==> src/rtl/host_msg_pkg.sv <==
package host_msg_pkg;

  typedef enum logic [2:0] {
    ST_IDLE,
    ST_WAIT_IDLE,
    ST_WAIT_ECHO,
    ST_SEND,
    ST_DRAIN,
    ST_RECV,
    ST_DONE
  } state_t;

  // strobes from control to datapath
  typedef struct packed {
    logic armMsg;
    logic sendChar;
    logic latchFirst;
    logic captureRx;
    logic markLost;
    logic markOverflow;
    logic quietClear;
    logic quietStep;
  } ctl_t;

  // conditions from datapath to control
  typedef struct packed {
    logic echoMatch;
    logic lastChar;
    logic singleChar;
    logic rxFull;
    logic quietDone;
  } stat_t;

endpackage

==> src/rtl/host_msg_ctrl_dp.sv <==
module host_msg_ctrl_dp
  import host_msg_pkg::*;
#(
  parameter int DATA_W           = 9,
  parameter int ADDR_W           = 5,
  parameter int SHORT_FRAME_BITS = 10
) (
  input  logic              clk,
  input  logic              rstN,
  input  ctl_t              ctl,
  output stat_t             stat,
  input  logic [ADDR_W:0]   msgLen,
  input  logic              longFrame,
  input  logic [DATA_W-1:0] bufRdData,
  input  logic [DATA_W-1:0] uartRxData,
  output logic [ADDR_W-1:0] bufRdAddr,
  output logic [ADDR_W-1:0] bufWrAddr,
  output logic [DATA_W-1:0] bufWrData,
  output logic [DATA_W-1:0] uartTxData,
  output logic              lost,
  output logic              rxOverflow,
  output logic [ADDR_W:0]   rxCount
);

  localparam int CNT_W       = ADDR_W + 1;
  localparam int DEPTH       = 1 << ADDR_W;
  localparam int QUIET_SHORT = (3 * SHORT_FRAME_BITS + 1) / 2;
  localparam int QUIET_LONG  = (3 * (SHORT_FRAME_BITS + 1) + 1) / 2;
  localparam int Q_W         = $clog2(QUIET_LONG + 1);

  localparam logic [CNT_W-1:0] DEPTH_C = CNT_W'(DEPTH);
  localparam logic [CNT_W-1:0] ONE_C   = CNT_W'(1);
  localparam logic [Q_W-1:0]   QS_LAST = Q_W'(QUIET_SHORT - 1);
  localparam logic [Q_W-1:0]   QL_LAST = Q_W'(QUIET_LONG - 1);
  localparam logic [Q_W-1:0]   QL_MAX  = Q_W'(QUIET_LONG);

  logic [CNT_W-1:0]  txIdx;
  logic [CNT_W-1:0]  lenReg;
  logic [CNT_W-1:0]  lenClamp;
  logic [CNT_W-1:0]  rxIdx;
  logic [DATA_W-1:0] firstChar;
  logic [Q_W-1:0]    quietCnt;
  logic              lostFlag;
  logic              ovfFlag;

  always_comb begin
    if (msgLen == '0)          lenClamp = ONE_C;
    else if (msgLen > DEPTH_C) lenClamp = DEPTH_C;
    else                       lenClamp = msgLen;
  end

  always_ff @(posedge clk or negedge rstN) begin
    if (!rstN) begin
      txIdx     <= '0;
      lenReg    <= ONE_C;
      rxIdx     <= '0;
      firstChar <= '0;
      quietCnt  <= '0;
      lostFlag  <= 1'b0;
      ovfFlag   <= 1'b0;
    end else begin
      if (ctl.armMsg) begin
        txIdx    <= '0;
        rxIdx    <= '0;
        lenReg   <= lenClamp;
        lostFlag <= 1'b0;
        ovfFlag  <= 1'b0;
        quietCnt <= '0;
      end
      if (ctl.sendChar)     txIdx     <= txIdx + ONE_C;
      if (ctl.latchFirst)   firstChar <= bufRdData;
      if (ctl.captureRx)    rxIdx     <= rxIdx + ONE_C;
      if (ctl.markLost)     lostFlag  <= 1'b1;
      if (ctl.markOverflow) ovfFlag   <= 1'b1;
      if (ctl.quietClear)      quietCnt <= '0;
      else if (ctl.quietStep)  quietCnt <= quietCnt + Q_W'(1);
    end
  end

  always_comb begin
    stat.echoMatch  = (uartRxData == firstChar);
    stat.lastChar   = (txIdx == lenReg - ONE_C);
    stat.singleChar = (lenReg == ONE_C);
    stat.rxFull     = (rxIdx == DEPTH_C);
    stat.quietDone  = (quietCnt == (longFrame ? QL_LAST : QS_LAST));
  end

  assign bufRdAddr  = txIdx[ADDR_W-1:0];
  assign uartTxData = bufRdData;
  assign bufWrAddr  = rxIdx[ADDR_W-1:0];
  assign bufWrData  = uartRxData;
  assign lost       = lostFlag;
  assign rxOverflow = ovfFlag;
  assign rxCount    = rxIdx;


  tx_index_step_chk: assert property (@(posedge clk) disable iff (!rstN)
    ctl.sendChar |=> (txIdx == $past(txIdx) + ONE_C));


  rx_index_step_chk: assert property (@(posedge clk) disable iff (!rstN)
    ctl.captureRx |=> (rxIdx == $past(rxIdx) + ONE_C) && (rxIdx <= DEPTH_C));


  lost_origin_chk: assert property (@(posedge clk) disable iff (!rstN)
    $rose(lostFlag) |-> $past(ctl.captureRx) && (rxIdx == ONE_C));


  overflow_sticky_chk: assert property (@(posedge clk) disable iff (!rstN)
    (ovfFlag && !ctl.armMsg) |=> ovfFlag);


  quiet_bound_chk: assert property (@(posedge clk) disable iff (!rstN)
    quietCnt < QL_MAX);

endmodule

==> src/rtl/host_msg_ctrl_fsm.sv <==
module host_msg_ctrl_fsm
  import host_msg_pkg::*;
(
  input  logic  clk,
  input  logic  rstN,
  input  logic  start,
  input  logic  idleLine,
  input  logic  bitTick,
  input  logic  uartTxReady,
  input  logic  uartRxValid,
  input  stat_t stat,
  output ctl_t  ctl,
  output logic  busy,
  output logic  done
);

  state_t state, nextState;

  always_ff @(posedge clk or negedge rstN) begin
    if (!rstN) state <= ST_IDLE;
    else       state <= nextState;
  end

  always_comb begin
    nextState = state;
    ctl       = '0;
    unique case (state)
      ST_IDLE: begin
        if (start) begin
          ctl.armMsg = 1'b1;
          nextState  = ST_WAIT_IDLE;
        end
      end
      ST_WAIT_IDLE: begin
        if (idleLine && uartTxReady) begin
          ctl.sendChar   = 1'b1;
          ctl.latchFirst = 1'b1;
          nextState      = ST_WAIT_ECHO;
        end
      end
      ST_WAIT_ECHO: begin
        if (uartRxValid) begin
          if (stat.echoMatch) begin
            nextState = stat.singleChar ? ST_DRAIN : ST_SEND;
          end else begin
            ctl.captureRx  = 1'b1;
            ctl.markLost   = 1'b1;
            ctl.quietClear = 1'b1;
            nextState      = ST_RECV;
          end
        end
      end
      ST_SEND: begin
        if (uartTxReady) begin
          ctl.sendChar = 1'b1;
          if (stat.lastChar) nextState = ST_DRAIN;
        end
      end
      ST_DRAIN: begin
        if (idleLine) nextState = ST_DONE;
      end
      ST_RECV: begin
        if (uartRxValid) begin
          ctl.quietClear = 1'b1;
          if (stat.rxFull) ctl.markOverflow = 1'b1;
          else             ctl.captureRx    = 1'b1;
        end else if (bitTick) begin
          if (stat.quietDone) nextState     = ST_DONE;
          else                ctl.quietStep = 1'b1;
        end
      end
      ST_DONE: nextState = ST_IDLE;
      default: nextState = ST_IDLE;
    endcase
  end

  assign busy = (state != ST_IDLE);
  assign done = (state == ST_DONE);


  done_pulse_chk: assert property (@(posedge clk) disable iff (!rstN)
    done |=> !done && !busy);


  first_write_idle_chk: assert property (@(posedge clk) disable iff (!rstN)
    (state == ST_WAIT_ECHO && $past(state) == ST_WAIT_IDLE) |-> $past(idleLine));

endmodule

==> src/rtl/host_msg_ctrl.sv <==
module host_msg_ctrl
  import host_msg_pkg::*;
#(
  parameter int DATA_W           = 9,
  parameter int ADDR_W           = 5,
  parameter int SHORT_FRAME_BITS = 10
) (
  input  logic              clk,
  input  logic              rstN,
  input  logic              start,
  input  logic [ADDR_W:0]   msgLen,
  input  logic              longFrame,
  input  logic              idleLine,
  input  logic              bitTick,
  output logic [ADDR_W-1:0] bufRdAddr,
  input  logic [DATA_W-1:0] bufRdData,
  output logic              bufWrEn,
  output logic [ADDR_W-1:0] bufWrAddr,
  output logic [DATA_W-1:0] bufWrData,
  input  logic              uartTxReady,
  output logic              uartTxWrite,
  output logic [DATA_W-1:0] uartTxData,
  input  logic              uartRxValid,
  input  logic [DATA_W-1:0] uartRxData,
  output logic              busy,
  output logic              done,
  output logic              lost,
  output logic              rxOverflow,
  output logic [ADDR_W:0]   rxCount
);

  ctl_t  ctl;
  stat_t stat;

  host_msg_ctrl_fsm u_fsm (
    .clk         (clk),
    .rstN        (rstN),
    .start       (start),
    .idleLine    (idleLine),
    .bitTick     (bitTick),
    .uartTxReady (uartTxReady),
    .uartRxValid (uartRxValid),
    .stat        (stat),
    .ctl         (ctl),
    .busy        (busy),
    .done        (done)
  );

  host_msg_ctrl_dp #(
    .DATA_W           (DATA_W),
    .ADDR_W           (ADDR_W),
    .SHORT_FRAME_BITS (SHORT_FRAME_BITS)
  ) u_dp (
    .clk        (clk),
    .rstN       (rstN),
    .ctl        (ctl),
    .stat       (stat),
    .msgLen     (msgLen),
    .longFrame  (longFrame),
    .bufRdData  (bufRdData),
    .uartRxData (uartRxData),
    .bufRdAddr  (bufRdAddr),
    .bufWrAddr  (bufWrAddr),
    .bufWrData  (bufWrData),
    .uartTxData (uartTxData),
    .lost       (lost),
    .rxOverflow (rxOverflow),
    .rxCount    (rxCount)
  );

  assign uartTxWrite = ctl.sendChar;
  assign bufWrEn     = ctl.captureRx;

endmodule

==> config.mk <==
export PLATFORM = sky130hd
export DESIGN_NAME = host_msg_ctrl
export DESIGN_NICKNAME = d
export VERILOG_FILES = /design/src/rtl/host_msg_pkg.sv /design/src/rtl/host_msg_ctrl_dp.sv /design/src/rtl/host_msg_ctrl_fsm.sv /design/src/rtl/host_msg_ctrl.sv
export SDC_FILE = /design/constraint.sdc
export NUM_CORES = 1
export LEC_CHECK = 0
export ABC_AREA = 0
export BUFFER_PORTS_ARGS = -buffer_cell sky130_fd_sc_hd__buf_2
export CAP_MARGIN = 20
export CORE_MARGIN = 2
export CORE_UTILIZATION = 47
export DETAILED_ROUTE_END_ITERATION = 12
export GPL_ROUTABILITY_DRIVEN = 0
export GPL_TIMING_DRIVEN = 0
export MAX_ROUTING_LAYER = met4
export PLACE_DENSITY = 0.78
export REMOVE_ABC_BUFFERS = 1
export SLEW_MARGIN = 15
export SYNTH_ARGS = -nofsm -noshare
export SYNTH_HDL_FRONTEND = slang
export SYNTH_SLANG_ARGS = --single-unit
==> constraint.sdc <==
create_clock -name clk -period 2.1 [get_ports clk]
set_clock_uncertainty 0.15 [all_clocks]
set_input_delay 0.315 -clock clk [delete_from_list [all_inputs] [get_ports clk]]
set_output_delay 0.315 -clock clk [all_outputs]
set_load 0.03 [all_outputs]
==> metrics, run 1 <==
Clock Latency Late Sink=300 ps; vias per cell=roughly 5.3; # IOs=a little over 70; Critical Path AT=approximately 1700 ps; worst r2r src=u_dp.rxCount[0]$_DFFE_PN0P_; run status=finished, violations left; WHS Endpoint=u_dp.lenReg[0]$_DFFE_PN1P_; crit path max fanout=3; Syn Inst Count=248; Syn Area/Cell=a little under 10 um2; pin count of the biggest net entering global routing=38; DR DRC count=0; Synth area leaders=dfrtp_1, buf_4, mux2_2; Post-synth EDFFs=0; Synthesis Warnings=0; max frequency=approximately 0.45 GHz; final setup margin=-102 ps; Cell Pwr Density=around 1300 nW/um2; Worst Path Required=around 1600 ps; row count=25; Die Footprint=roughly 5700 um2; post-synth cell types=53; Overall Power=around 4 mW; Synth top area share=approximately 38%; R2R Setup Slk=-40 ps; layout cells sized above 1=44.9%; hold_sp=msgLen[5]; grt total ovfl=0; Slew HR=between 40% and 50%; initial antenna violation count=0; WHS Path Cells=2; Root Buffer=clkbuf_8; worst flop-to-flop path endpoint=u_dp.rxCount[3]$_DFFE_PN0P_; die extent in x=approximately 75 um; GRT Overall Usage=a little over a fifth; Worst Setup End Kind=output pin; unrepaired setup endpoints after global routing=true; Final Max Slew Viols=0; reg2reg path depth=9; mapped cell area=around 2400 um2; sum of routed wire length over all layers=about 5400 um; async set-reset flop share out of synthesis=between 90% and 100%; Starting Density=49.5%; max-cap viol count=0; Seq cells post-synth=37; post-synth top area cell=dfrtp_1; remaining antenna violation count=0; clock tree buffer depth=2; Syn-to-layout area delta=24.8%; final setup fails=4; Die Height=between 70 and 80 um; Slew @ Worst Pin=815 ps; hpwl dp=roughly 3600 um; global-route wire length before repair=approximately 8600 um; HP Class=in -> reg; Top FF cell, synth=dfrtp_1; Clk pin slew, worst setup/hold paths=roughly 80 ps; CTS tree=built; failing checks=negative setup slack; min Tclk post-route=between 2000 and 2500 ps; Post-layout nets=349; DR vias=roughly 2000; initial DRC count=between 100 and 150; setup TNS=-213 ps; CP Class=reg -> out; number of port buffers=just over 70; period utilisation layout=105%; core footprint=4820 um2; H-tree depth=2; CTS Sinks=37; Num CTS Buffers=5; Final Hold Fails=0; Seq/Total Area, Yosys=around two fifths; Core Util, Final=61.8%; DR pass1 iterations=4; ANT cells=0; vias in the first global route=roughly 1900; Pleak=roughly 1.4 nW; CP Launch Type=flop; wire per inst=around 14 um; worst IR drop on VDD=around 0.79 mV
-- kinds of logic after synthesis --
logic type               Yosys count  share of synthesized area [%]
AO/OA/AOI/OAI                     43                           12.6
XOR/XNOR                          19                           6.98
adder cells (fa/ha/maj)            6                           3.15
buffers and inverters             45                           11.9
flip-flops                        37                           38.9
multiplexers                      14                           6.45
AND/OR/NAND/NOR                   84                           20.0
-- Yosys cell counts (3+ instances only) --
cell       n
or3_1      4
mux2i_1    3
a31oi_1    4
buf_4     28
nor3_1     7
nand2_1   19
and3_2     3
inv_1      9
clkbuf_1   4
dfrtp_1   36
nand2b_1   5
mux2_2    11
nand3b_1   3
nand4_1    4
o21ai_0   14
xor2_1    14
xnor2_1    5
a22o_1     3
o21ai_1    3
nor2_1     8
nand3_1   15
ha_1       6
-- critical path, stage by stage (launching register included) --
cell and delay (ps):
dfrtp_1 400, xor2_2 160, nor4_4 350, a31oi_2 160, o21ai_4 170, inv_2 60
buf_6 130
-- flip-flops by register name, summed over array words and instances, names as in the netlist --
| signal | cells |
|---|---|
| u_fsm.state | 3 |
| u_dp.quietCnt | 5 |
| u_dp.rxOverflow | 1 |
| u_dp.lost | 1 |
| u_dp.firstChar | 9 |
| u_dp.lenReg | 6 |
| u_dp.txIdx | 6 |
| u_dp.rxCount | 6 |
-- area by class of cell --
type / count / area (um2)
clock buffer: 5 / 68.8
inverter: 10 / 37.5
multi-input combinational: 167 / 1270
tap: 67 / 83.8
fill: 398 / 1840
timing repair buffer: 90 / 514
clock inverter: 3 / 65.1
sequential: 37 / 932
-- routing by layer --
| layer | wire (um) | vias up | track usage (%) |
|---|---|---|---|
| li1 | - | 977 | - |
| met1 | 2280 | 952 | 26.3 |
| met2 | 2680 | 76 | 34.0 |
| met3 | 349 | 10 | 4.02 |
| met4 | 106 | 0 | 7.02 |
| met5 | 0 | - | - |
-- what timing repair did --
item | CTS | global route
setup endpoints to repair | 27 | 13
gates cloned | 1 | 0
pin swaps | 11 | 10
endpoints found under the hold margin | 36 | 0
resized for setup | 16 | 15
hold buffers | 1 | 0
buffers inserted | 6 | 12
-- power by group --
group / switching, mW / internal, mW
clock: 0.263 / 0.472
combinational: 1.11 / 0.864
sequential: 0.308 / 0.975
total: 1.68 / 2.31
-- placed cells by master (no fill, tap or decap), types with 5 or more instances in the layout --
cell type / count
xor2_1: 12
nor2_1: 6
inv_1: 7
buf_2: 70
buf_4: 16
xnor2_1: 5
nand3_1: 15
o21ai_0: 10
nand2_1: 19
mux2_2: 11
nand2b_1: 5
o21ai_1: 7
ha_1: 5
nor3_1: 6
clkbuf_8: 5
dfrtp_1: 32
-- worst max path at each step --
stage / endpoint / slack [ps] / from
2_1_floorplan: u_dp.rxCount[5]$_DFFE_PN0P_ / -250 / u_dp.rxCount[0]$_DFFE_PN0P_
3_3_place_gp: u_dp.rxCount[3]$_DFFE_PN0P_ / -420 / u_fsm.state[0]$_DFFE_PN0P_
3_5_place_dp: u_dp.rxCount[3]$_DFFE_PN0P_ / -400 / u_fsm.state[0]$_DFFE_PN0P_
4_1_cts: bufWrEn / -150 / u_dp.firstChar[2]$_DFFE_PN0P_
5_1_grt: bufWrEn / -230 / u_dp.firstChar[6]$_DFFE_PN0P_
6_report: bufWrEn / -100 / u_dp.firstChar[6]$_DFFE_PN0P_
-- through the flow --
| stage | area [um2] | hold slack (ps) | cells | setup WS (ps) |
|---|---|---|---|---|
| after floorplan | 2140 | -131 | 213 | -248 |
| after global placement | 2580 | 304 | 351 | -419 |
| after detailed placement | 2580 | 301 | 351 | -402 |
| after CTS | 2840 | 71.3 | 367 | -152 |
| after global routing | 2980 | 94.7 | 379 | -231 |
| final | 2980 | 73.7 | 379 | -102 |
(Power assumes the default switching activity.)
==> run 2: changes to the inputs <==
--- a/constraint.sdc
+++ b/constraint.sdc
@@ -4,2 +4,2 @@
 set_output_delay 0.315 -clock clk [all_outputs]
-set_load 0.03 [all_outputs]
+set_load 0.05 [all_outputs]
==> metrics, run 2 (same netlist as run 1, synthesis figures left out) <==
Final Hold Slack=74.9 ps (was 73.7 ps); Clock Latency Late Sink=290 ps (was 300 ps); worst IR drop on VDD=0.928 mV (was 0.789 mV); ANT cells=0 (unchanged); Slew @ Worst Pin=819 ps (was 815 ps); Worst Setup End Kind=output pin (unchanged); Final Hold Fails=0 (unchanged); Cell Pwr Density=1420 nW/um2 (was 1340 nW/um2); GRT Overall Usage=20.9% (about the same); unrepaired setup endpoints after global routing=true (unchanged); CTS tree=built (unchanged); Overall Power=4.23 mW (was 3.99 mW); Largest Register=u_dp.firstChar (unchanged); run status=finished, violations left (unchanged); min Tclk post-route=2220 ps (was 2200 ps); H-tree depth=2 (unchanged); die extent in x=75.2 um (unchanged); CP Class=reg -> out (unchanged); vias in the first global route=1875 (unchanged); Syn-to-layout area delta=25.0% (was 24.8%); Die Footprint=5660 um2 (unchanged); CP Launch Type=flop (unchanged); global-route wire length before repair=8630 um (about the same); period utilisation layout=106% (was 105%); HP Class=in -> reg (unchanged); placed cells=351 (unchanged); initial antenna violation count=0 (unchanged); commonest non-fill, non-tap cell in the layout=buf_2 (unchanged); wire per inst=14.1 um (was 14.3 um); # IOs=72 (unchanged); Critical Path AT=1760 ps (was 1740 ps); clock tree buffer depth=2 (unchanged); Pleak=1.44 nW (about the same); Post-layout nets=349 (unchanged); pin count of the biggest net entering global routing=38 (unchanged); DR vias=2017 (was 2015); grt total ovfl=0 (unchanged); max frequency=0.450 GHz (was 0.454 GHz); max-cap viol count=0 (unchanged); max FFs per register=9 (unchanged); Core Util, Final=61.9% (was 61.8%); Final Max Slew Viols=0 (unchanged); Slew HR=45.4% (was 45.7%); failing checks=negative setup slack (unchanged); Clk pin slew, worst setup/hold paths=80 ps (about the same); row count=25 (unchanged); Num CTS Buffers=5 (unchanged); crit path max fanout=3 (unchanged); sum of routed wire length over all layers=5360 um (was 5410 um); DR pass1 iterations=4 (unchanged); layout cells sized above 1=44.9% (unchanged); Starting Density=49.5% (unchanged); Die Height=75.2 um (unchanged); hpwl dp=3570 um (unchanged); Root Buffer=clkbuf_8 (unchanged); Worst Path Required=1630 ps (about the same); CTS Sinks=37 (unchanged); number of port buffers=71 (unchanged); final setup margin=-122 ps (was -102 ps); final setup fails=4 (unchanged); vias per cell=5.32 (about the same); final std cells w/o fill=379 (unchanged); most frequent cells in the layout=buf_2, dfrtp_1, nand2_1, buf_4, nand3_1 (unchanged); setup TNS=-242 ps (was -213 ps); core footprint=4820 um2 (unchanged); initial DRC count=150 (was 123); remaining antenna violation count=0 (unchanged); DR DRC count=0 (unchanged)
==> run 2: timing repair <==
action                                  CTS  global route
gates cloned                              1             0
gates resized for setup                  18            15
pin swaps                                11            10
endpoints found under the setup margin   27            13
hold endpoints to repair                 36             0
hold buffers                              1             0
buffers inserted                          6            12
==> run 2: cell type report <==
type,instances,area (um2)
inverter,10,37.5
tap,67,83.8
multi-input combinational,167,1270
fill,398,1840
sequential,37,932
timing repair buffer,90,520
clock buffer,5,68.8
clock inverter,3,65.1
==> run 2: worst max-delay path, cell delays in order (launching register included) <==
cell	delay, ps
dfrtp_1	400
xor2_2	160
nor4_4	350
a31oi_2	160
o21ai_4	170
inv_2	70
buf_8	150
==> run 2: layer usage <==
layer  vias to the layer above  GRT usage (%)  share of wire (%)
li1                        976              -                  -
met5                         -              -                  0
met1                       955           26.2                 43
met4                         0           7.02                1.5
met3                         7           4.02                6.3
met2                        79           34.0                 50
==> run 2: final timing paths <==
kind	startpoint	endpoint	slack, ps	depth (start not counted)
setup / recovery	u_dp.firstChar[6]$_DFFE_PN0P_	bufWrEn	-120	6
hold / removal	msgLen[5]	u_dp.lenReg[0]$_DFFE_PN1P_	70	2
setup reg to reg	u_dp.rxCount[0]$_DFFE_PN0P_	u_dp.rxCount[3]$_DFFE_PN0P_	-50	9
hold reg to reg	u_dp.lost$_DFFE_PN0P_	u_dp.lost$_DFFE_PN0P_	320	2
max in group asynchronous	rstN	u_fsm.state[0]$_DFFE_PN0P_	720	2
min in group asynchronous	rstN	u_dp.firstChar[1]$_DFFE_PN0P_	500	2
==> run 2: metrics by stage <==
stage | area (um2) | setup slack, ps
after floorplan | 2140 | -526
after global placement | 2580 | -419
after detailed placement | 2580 | -402
after CTS | 2840 | -173
after global routing | 2980 | -244
final | 2980 | -122
==> run 2: report_power, final <==
group          switching, mW  internal (mW)  leakage [nW]
registers              0.302          0.975         0.472
clock network          0.262          0.472        0.0681
logic                   1.34          0.873         0.897
